===== src/rtl/pkt_fmt_pkg.sv =====
package pkt_fmt_pkg;
    localparam int BYTE_W = 8;
    localparam int LANES  = 4;
    localparam int WORD_W = BYTE_W * LANES;
    localparam int HLEN_W = 16;

    typedef enum logic [1:0] {
        K_BAD,
        K_SHORT,
        K_LONG
    } pkt_kind_e;

    typedef enum logic [1:0] {
        ST_IDLE,
        ST_GATHER,
        ST_PAYLOAD,
        ST_HEADER
    } fmt_state_e;
endpackage


===== src/rtl/pkt_classify.sv =====
module pkt_classify
    import pkt_fmt_pkg::*;
(
    input  logic [5:0] dtype,
    output pkt_kind_e  kind
);
    always_comb begin
        case (dtype)
            6'h03, 6'h13, 6'h23,
            6'h04, 6'h14, 6'h24,
            6'h05, 6'h15, 6'h06: kind = K_SHORT;
            6'h29, 6'h39:        kind = K_LONG;
            default:             kind = K_BAD;
        endcase
    end
endmodule


===== src/rtl/pkt_hdr_build.sv =====
module pkt_hdr_build
    import pkt_fmt_pkg::*;
#(
    parameter int LEN_W = 16
) (
    input  logic              is_long,
    input  logic [5:0]        dtype,
    input  logic [7:0]        p0,
    input  logic [7:0]        p1,
    input  logic [LEN_W-1:0]  len,
    output logic [WORD_W-1:0] hdr
);
    localparam logic [1:0] VCHAN = 2'b00;

    logic [HLEN_W-1:0] len_field;
    assign len_field = HLEN_W'(len);

    always_comb begin
        if (is_long)
            hdr = {8'h00, len_field, VCHAN, dtype};
        else
            hdr = {8'h00, p1, p0, VCHAN, dtype};
    end
endmodule


===== src/rtl/pkt_packer.sv =====
module pkt_packer
    import pkt_fmt_pkg::*;
(
    input  logic              clk,
    input  logic              rst_n,
    input  logic              clr,
    input  logic              push,
    input  logic [BYTE_W-1:0] din,
    output logic              lane_last,
    output logic [WORD_W-1:0] word
);
    localparam int IDX_W = $clog2(LANES);

    logic [IDX_W-1:0] idx_q;

    always_ff @(posedge clk or negedge rst_n) begin
        if (!rst_n)
            idx_q <= '0;
        else if (clr)
            idx_q <= '0;
        else if (push)
            idx_q <= idx_q + 1'b1;
    end

    assign lane_last = (idx_q == IDX_W'(LANES - 1));

    for (genvar g = 0; g < LANES; g++) begin : g_lane
        logic [BYTE_W-1:0] lane_q;
        always_ff @(posedge clk or negedge rst_n) begin
            if (!rst_n)
                lane_q <= '0;
            else if (clr)
                lane_q <= '0;
            else if (push && idx_q == IDX_W'(g))
                lane_q <= din;
        end
        assign word[g*BYTE_W +: BYTE_W] = lane_q;
    end
endmodule


===== src/rtl/cmd_pkt_fmt.sv =====
module cmd_pkt_fmt
    import pkt_fmt_pkg::*;
#(
    parameter int LEN_W = 16
) (
    input  logic             clk,
    input  logic             rst_n,
    input  logic             req_valid,
    output logic             req_ready,
    input  logic [5:0]       req_dtype,
    input  logic             req_hs,
    input  logic [7:0]       req_p0,
    input  logic [7:0]       req_p1,
    input  logic [LEN_W-1:0] req_len,
    input  logic             byte_valid,
    output logic             byte_ready,
    input  logic [7:0]       byte_data,
    output logic             word_valid,
    input  logic             word_ready,
    output logic [31:0]      word_data,
    output logic             word_is_hdr,
    output logic             word_hs,
    output logic             err_pulse
);
    localparam logic [LEN_W-1:0] ONE = LEN_W'(1);

    fmt_state_e        state_q, state_d;
    pkt_kind_e         kind;
    logic [WORD_W-1:0] hdr_d, hdr_q, packed_word;
    logic [LEN_W-1:0]  remain_q;
    logic              hs_q, err_q;
    logic              req_fire, byte_fire, word_fire;
    logic              req_bad, lane_last, pk_clr;

    pkt_classify u_cls (
        .dtype (req_dtype),
        .kind  (kind)
    );

    pkt_hdr_build #(.LEN_W(LEN_W)) u_hdr (
        .is_long (kind == K_LONG),
        .dtype   (req_dtype),
        .p0      (req_p0),
        .p1      (req_p1),
        .len     (req_len),
        .hdr     (hdr_d)
    );

    assign req_fire  = req_valid && (state_q == ST_IDLE);
    assign byte_fire = byte_valid && (state_q == ST_GATHER);
    assign word_fire = word_ready &&
                       (state_q == ST_PAYLOAD || state_q == ST_HEADER);
    assign req_bad   = (kind == K_BAD) ||
                       (kind == K_LONG && req_len == '0);
    assign pk_clr    = (state_q == ST_IDLE) ||
                       (state_q == ST_PAYLOAD && word_ready);

    pkt_packer u_pack (
        .clk       (clk),
        .rst_n     (rst_n),
        .clr       (pk_clr),
        .push      (byte_fire),
        .din       (byte_data),
        .lane_last (lane_last),
        .word      (packed_word)
    );

    always_comb begin
        state_d = state_q;
        unique case (state_q)
            ST_IDLE: begin
                if (req_fire && !req_bad)
                    state_d = (kind == K_SHORT) ? ST_HEADER : ST_GATHER;
            end
            ST_GATHER: begin
                if (byte_fire && (lane_last || remain_q == ONE))
                    state_d = ST_PAYLOAD;
            end
            ST_PAYLOAD: begin
                if (word_ready)
                    state_d = (remain_q == '0) ? ST_HEADER : ST_GATHER;
            end
            ST_HEADER: begin
                if (word_ready)
                    state_d = ST_IDLE;
            end
        endcase
    end

    always_ff @(posedge clk or negedge rst_n) begin
        if (!rst_n) begin
            state_q  <= ST_IDLE;
            hdr_q    <= '0;
            hs_q     <= 1'b0;
            remain_q <= '0;
            err_q    <= 1'b0;
        end else begin
            state_q <= state_d;
            err_q   <= req_fire && req_bad;
            if (req_fire && !req_bad) begin
                hdr_q    <= hdr_d;
                hs_q     <= req_hs;
                remain_q <= req_len;
            end else if (byte_fire) begin
                remain_q <= remain_q - ONE;
            end
        end
    end

    always_comb begin
        req_ready   = (state_q == ST_IDLE);
        byte_ready  = (state_q == ST_GATHER);
        word_valid  = (state_q == ST_PAYLOAD) || (state_q == ST_HEADER);
        word_is_hdr = (state_q == ST_HEADER);
        word_data   = (state_q == ST_HEADER) ? hdr_q : packed_word;
        word_hs     = hs_q;
        err_pulse   = err_q;
    end

    logic unused_fire;
    assign unused_fire = word_fire;
endmodule


===== config.mk =====
export PLATFORM = sky130hd
export DESIGN_NAME = cmd_pkt_fmt
export DESIGN_NICKNAME = d
export VERILOG_FILES = /design/src/rtl/pkt_fmt_pkg.sv /design/src/rtl/pkt_classify.sv /design/src/rtl/pkt_hdr_build.sv /design/src/rtl/pkt_packer.sv /design/src/rtl/cmd_pkt_fmt.sv
export SDC_FILE = /design/constraint.sdc
export NUM_CORES = 1
export LEC_CHECK = 0
export ABC_AREA = 1
export BUFFER_PORTS_ARGS = -buffer_cell sky130_fd_sc_hd__buf_2
export CAP_MARGIN = 15
export CORE_MARGIN = 5
export CORE_UTILIZATION = 31
export DETAILED_ROUTE_END_ITERATION = 10
export PLACE_DENSITY_LB_ADDON = 0.1
export RECOVER_POWER = 100
export SETUP_SLACK_MARGIN = 0.15
export SYNTH_ARGS = -nofsm -noshare
export SYNTH_HDL_FRONTEND = slang
export SYNTH_SLANG_ARGS = --single-unit

===== constraint.sdc =====
create_clock -name clk -period 3.85 [get_ports clk]
set_clock_uncertainty 0.15 [all_clocks]
set_input_delay 0.1925 -clock clk [delete_from_list [all_inputs] [get_ports clk]]
set_output_delay 0.1925 -clock clk [all_outputs]
set_load 0.05 [all_outputs]

==> impl_metrics.toml, run 1 <==
[outcome]
status = "finished with violations"
violations = "capacitance limit, slew limit"

[synth]
avgSynthCellArea_sq_um = 7.63
synth_xor_area_share_pct = 1.89
yosys-top-cells-count = "130 x nand2_1, 76 x dfrtp_1, 65 x inv_1"
synth_cell_types = 29
synth_area_leaders = "dfrtp_1 46%, nand2_1 12%, nand3_1 7.4%"
synthAdderAreaFrac_pct = 1.80
synth_compound_area_share_pct = 10.3
synth_cells = 548
synthesis.area_sq_um = 4180
synth_top_area_share_pct = 45.5
ys_seq_area_share_pct = 45.5
synth_most_common_cell = "nand2_1"
synth_simple_gate_area_share_pct = 27.8
ys_warn_count = 0
synth_top_area_cell = "dfrtp_1"
synth-main-ff-cell = "dfrtp_1"
synth.net_count = 606
synth-edff-count = 0
synth_top_family_by_area = "simple AND/OR/NAND/NOR gates"
ys_seq_elements = 76
synthMuxAreaShare_pct = 3.83
async_reset_ff_share_pct = 100

[layout]
fin_area_sq_um = 5100
fin_util_pct = 38.5
num-nets-final = 697
drive_gt1_share_pct = 11.8
insertedDiodeCount = 0
area_growth_pct = 22.2

[placed_design]
gp_congestion = 0.839
hpwl_um = 9020
dpl_cell_area_sq_um = 4750
io_buffers = 89

[grt]
grt_pass1_wl_um = 19900
antenna_found_initial = 0
grt_overflow_total = 0
grt_max_degree = 77
first_global_vias = 3671
grt_use_total_pct = 15.9

[power_and_ir_drop]
p_int_mw = 2.21
p_comb_share_pct = 45.1
p_per_area_nw_per_um2 = 826
pwr-share-seq_pct = 31.9
clkPwrFrac_pct = 23.1
switching_share_pct = 47.5
p_leak_nw = 2.41
p_switching_mw = 2.00
ir_worst_vdd_uv = 289

[drt]
met3WireLength_um = 721
drc = 0
wl_met2_um = 5670
vias = 3737
wl_met1_um = 6010
wl_per_cell_um = 15.3
dr.pass1.iters = 5
viasPerCell = 4.56
first_iter_violations = 296
ant_nets = 0
maxUsedRoutingLayer = "met4"
drt_wl_total_um = 12600

[floorplanning]
design.die.area_sq_um = 15900
die_width_um = 126
coreArea_sq_um = 13200
start_util_pct = 31.6
pin_count = 90
num_rows = 42
die_y_um = 126

[timing]
setup-violations-final = 0
rsz0062_at_grt = "no"
fmax_mhz = 343
hold_viol = 0
slew_headroom_pct = -34.8
worst_pin_slew_ps = 2020
slew_viol_final = 77
min_period_ps = 2920
tns_ps = 0
period_share_pct = 75.7

[worst_setup_path]
rrSetupSlack_ps = 930
rr_worst_depth = 9
crit_arrival_ps = 2990
r2r_end = "state_q[0]$_DFFE_PN0P_"
critPathLaunch = "state_q[0]$_DFFE_PN0P_"
worstSetupPathType = "register to register"
endpoint_kind = "register"
r2r_start = "state_q[0]$_DFFE_PN0P_"
crit_required_ps = 3930
worst-path-max-fanout = 25
cp-start-kind = "register"
endpoint = "state_q[0]$_DFFE_PN0P_"

[min_path]
hold_class = "input port to register"

[job]
drv_cap = 1

[clock_network]
cts_buffer_depth = 2
cts_tree = "yes"
cts_setup_buffers = 0
clk_pin_slew_worst_paths_ps = 60
clock_latency_ps = 340
cts_resized = 0
cts-root-buf = "clkbuf_16"
numClockSinks = 76
htreeDepth = 3
numCtsBuffers = 9
[critical path, stage by stage (launching register included)]
cell and delay, ps:
dfrtp_1 420, inv_1 100, nor2_1 180, nand2_1 610
nor2_1 830, nor2_1 90, a21oi_1 240, inv_1 60
nand2_1 60, nand2_1 50
[stage by stage]
step                power (mW)  hold WS [ps]  setup WS [ps]  std cells
finish                    4.22          11.0            934        820
global route              4.54          2.97            610        820
CTS                       4.37          2.28           1280        820
detailed placement        3.37           287           1500        793
global placement          3.36           289           1590        793
floorplan                 2.86          -253           1620        548
[metal layers]
metal	up-vias	global-route usage, %
met5	-	0
li1	1926	-
met2	98	24.4
met3	10	5.33
met4	0	3.79
met1	1703	21.7
[what timing repair did]
action / in CTS / in global routing
endpoints found under the setup margin: 0 / 0
hold endpoints to repair: 86 / 0
hold buffers: 11 / 0
[sequential cells by signal (all words and copies together) (netlist names)]
register	count
hdr_q	22
u_pack.g_lane.lane_q	32
remain_q	16
state_q	2
err_pulse	1
u_pack.idx_q	2
word_hs	1
[cell usage in the layout, fill, tap and decap left out, types with 8 or more instances in the layout]
master         Yosys  routed
dfrtp_1           76      76
clkbuf_1           7      40
o21ai_0           36      76
xor2_1             8       8
nand3_1           62      62
nor2_1            51      54
nand2_1          130     135
mux2i_1           16      16
inv_1             65      66
clkbuf_16          0       9
buf_2              8      51
dlygate4sd3_1      0      11
[worst min path at each step]
stage,from,end,slack [ps],cells past startpoint
floorplan,rst_n,err_pulse$_DFF_PN0_,-250,0
global placement,rst_n,u_pack.g_lane[2].lane_q[4]$_DFFE_PN0P_,290,1
detailed placement,rst_n,u_pack.g_lane[2].lane_q[2]$_DFFE_PN0P_,290,1
CTS,req_p0[5],hdr_q[13]$_DFFE_PN0P_,2,3
global route,req_len[3],remain_q[3]$_DFFE_PN0P_,3,3
finish,req_len[7],remain_q[7]$_DFFE_PN0P_,10,3
[cell families (layout without fill, tap and decap cells)]
kind of cell,count (synthesis),count (layout)
adders and majority gates,6,6
muxes,16,16
buffers and inverters,91,187
xor gates and xnor gates,9,9
DFF,76,76
AOI/OAI and AO/OA,85,85
and+or+nand+nor,265,265
[final cells by class]
type / instances / area (sq um)
fill: 1465 / 8140
sequential: 76 / 1900
multi-input combinational: 381 / 1870
timing repair buffer: 102 / 522
inverter: 69 / 259
clock buffer: 12 / 236
tap: 176 / 220
clock inverter: 4 / 97.6
[power by group through the flow]
stage / Sequential [mW] / Combinational, mW / Clock (mW)
floorplan: 1.33 / 1.54 / 0
global placement: 1.36 / 2.00 / 0
detailed placement: 1.36 / 2.02 / 0
CTS: 1.34 / 2.03 / 0.998
global route: 1.38 / 2.12 / 1.04
finish: 1.34 / 1.90 / 0.972
(Power assumes the default switching activity.)
==> inputs of run 2 (changes only) <==
- ABC_AREA: 1 -> 0
- clock period: 3.85 -> 2.6 ns (I/O delays scaled with it)
==> impl_metrics.toml, run 2 <==
[timing]
rsz0062_at_grt = "no"
hold_viol = 0
slew_viol_final = 0
tns_ps = 0
fmax_mhz = 424
worst_pin_slew_ps = 1330
setup-violations-final = 0
slew_headroom_pct = 11.4
period_share_pct = 90.8
min_period_ps = 2360

[synth]
synth.net_count = 475
synth-main-ff-cell = "dfrtp_1"
synth_area_leaders = "dfrtp_1 46%, mux2_1 9.0%, nand2_1 7.7%"
synth_top_area_cell = "dfrtp_1"
async_reset_ff_share_pct = 100
ys_warn_count = 0
synth_top_area_share_pct = 46.2
ys_seq_elements = 76
synth_most_common_cell = "nand2_1"
avgSynthCellArea_sq_um = 9.87
synth-edff-count = 0
ys_seq_area_share_pct = 46.2
synth_cell_types = 47
synthesis.area_sq_um = 4110
yosys-top-cells-count = "84 x nand2_1, 76 x dfrtp_1, 37 x a21oi_1"
synth_cells = 417

[worst_setup_path]
worst-path-max-fanout = 34
r2r_start = "state_q[1]$_DFFE_PN0P_"
crit_chain = "clkbuf_1, nand2_1, buf_4, mux2_2, clkbuf_2"
rrSetupSlack_ps = 330
r2r_end = "remain_q[8]$_DFFE_PN0P_"
path_buf_inv = 3
critPathMaxStageDelay_ps = 380
crit_slowest_cell = "dfrtp_1"
endpoint = "word_data[12]"
critPathLaunch = "state_q[1]$_DFFE_PN0P_"
cp-start-kind = "register"
endpoint_kind = "primary output"
crit_arrival_ps = 2080
path_depth = 5
cpLargestDelayFamily = "buffers and inverters"
crit_required_ps = 2320
rr_worst_depth = 7
worstSetupPathType = "register to primary output"

[clock_network]
cts-root-buf = "clkbuf_16"
cts_buffer_depth = 2
htreeDepth = 3
cts_resized = 0
clk_pin_slew_worst_paths_ps = 70
cts_setup_buffers = 0
postCtsHoldBufs = 42
clock_latency_ps = 340
cts_tree = "yes"
numCtsBuffers = 9
numClockSinks = 76

[grt]
grt_max_degree = 48
grt_pass1_wl_um = 20600
grt_use_total_pct = 16.6
antenna_found_initial = 0
first_global_vias = 3757
grt_overflow_total = 0

[layout]
final_common_cell = "nand2_1"
drive_gt1_share_pct = 26.2
final_cell_mix = "84 x nand2_1, 76 x dfrtp_1, 61 x buf_2"
area_growth_pct = 34.7
insertedDiodeCount = 0
top_register = "u_pack.g_lane.lane_q"
layoutNonFillerInstCount = 734
largest_reg_flops = 32
reg_top3 = "u_pack.g_lane.lane_q (32), hdr_q (22), remain_q (16)"
num-nets-final = 611

[floorplanning]
die_y_um = 125
coreArea_sq_um = 13100
pin_count = 90
num_rows = 42
start_util_pct = 31.3
design.die.area_sq_um = 15700
die_width_um = 125

[drt]
drt_wl_total_um = 12700
dr.pass1.iters = 4
viasPerCell = 4.90
ant_nets = 0
wl_per_cell_um = 17.2
drc = 0
vias = 3596
first_iter_violations = 183

[power_and_ir_drop]
p_leak_nw = 2.43
ir_worst_vdd_uv = 359
p_per_area_nw_per_um2 = 825

[job]
drv_cap = 0

[placed_design]
placed_cells = 674
io_buffers = 89
gp_congestion = 0.829
hpwl_um = 9070

[min_path]
hold_class = "input port to register"

[outcome]
status = "finished, final reports clean"
[run 2: cell count changes in the layout (fill, tap and decap cells not counted), sizes merged, moves of 15 or more]
cell,before,now
mux2i,16,1
nor2,58,15
a21oi,2,37
o21ai,82,24
nand3,63,4
mux2,0,57
nand2,136,84
inv,69,10
buf,52,73
dlygate4sd3,11,43
and2,0,15
[run 2: cell type report]
| class | count | area [sq um] |
|---|---|---|
| Clock inverter | 6 | 87.6 |
| Sequential cell | 76 | 1900 |
| Multi-Input combinational cell | 307 | 2060 |
| Fill cell | 1356 | 7600 |
| Inverter | 10 | 37.5 |
| Timing Repair Buffer | 149 | 998 |
| Tap cell | 176 | 220 |
| Clock buffer | 10 | 239 |
[run 2: metal layers]
layer | track usage [%] | wire, um
met5 | 0 | 0
met3 | 4.73 | 502
met1 | 21.9 | 5840
met2 | 27.0 | 6130
met4 | 4.46 | 180
[run 2: cell families (layout without fill, tap and decap cells)]
logic type / Yosys count / after routing / synth area share [%]
AOI/OAI and AO/OA: 92 / 92 / 13.9
and+or+nand+nor: 148 / 148 / 17.6
xor gates and xnor gates: 3 / 3 / 0.639
DFF: 76 / 76 / 46.2
adders and majority gates: 6 / 6 / 1.82
buffers and inverters: 34 / 175 / 3.92
muxes: 58 / 58 / 15.8
[run 2: where the power goes]
part	total (mW)	leakage [nW]	switching, mW	internal (mW)
clock network	1.37	0.151	0.504	0.865
logic	1.41	1.29	0.878	0.529
registers	1.80	0.990	0.291	1.50
[run 2: worst min path at each step]
stage | start | end | slack, ps | depth (start not counted)
finish | word_ready | state_q[0]$_DFFE_PN0P_ | 10 | 4
global route | req_p1[3] | hdr_q[19]$_DFFE_PN0P_ | 10 | 3
detailed placement | rst_n | state_q[0]$_DFFE_PN0P_ | 70 | 1
floorplan | rst_n | err_pulse$_DFF_PN0_ | -320 | 0
CTS | word_ready | state_q[0]$_DFFE_PN0P_ | 0.6 | 4
global placement | rst_n | state_q[0]$_DFFE_PN0P_ | 60 | 1
[run 2: worst reg2reg max path, cell delays in order (launching register included)]
cell and delay [ps]:
dfrtp_1 350, clkbuf_1 330, and3b_1 250, clkbuf_2 260, nand3_1 180, clkbuf_1 240
o21ai_0 110, a221o_1 260
[run 2: metrics by stage]
| step | area, sq um | utilization, % | worst slack [ps] | power (mW) | hold WS, ps |
|---|---|---|---|---|---|
| 3_5_place_dp | 4800 | 36.5 | 36.9 | 3.19 | 71.2 |
| 2_1_floorplan | 4120 | - | 204 | 2.74 | -316 |
| 6_report | 5540 | 42.2 | 240 | 4.57 | 9.84 |
| 3_3_place_gp | 4800 | 36.5 | 68.9 | 3.18 | 63.4 |
| 5_1_grt | 5540 | 42.2 | 119 | 4.87 | 9.98 |
| 4_1_cts | 5550 | 42.2 | 284 | 4.66 | 0.620 |
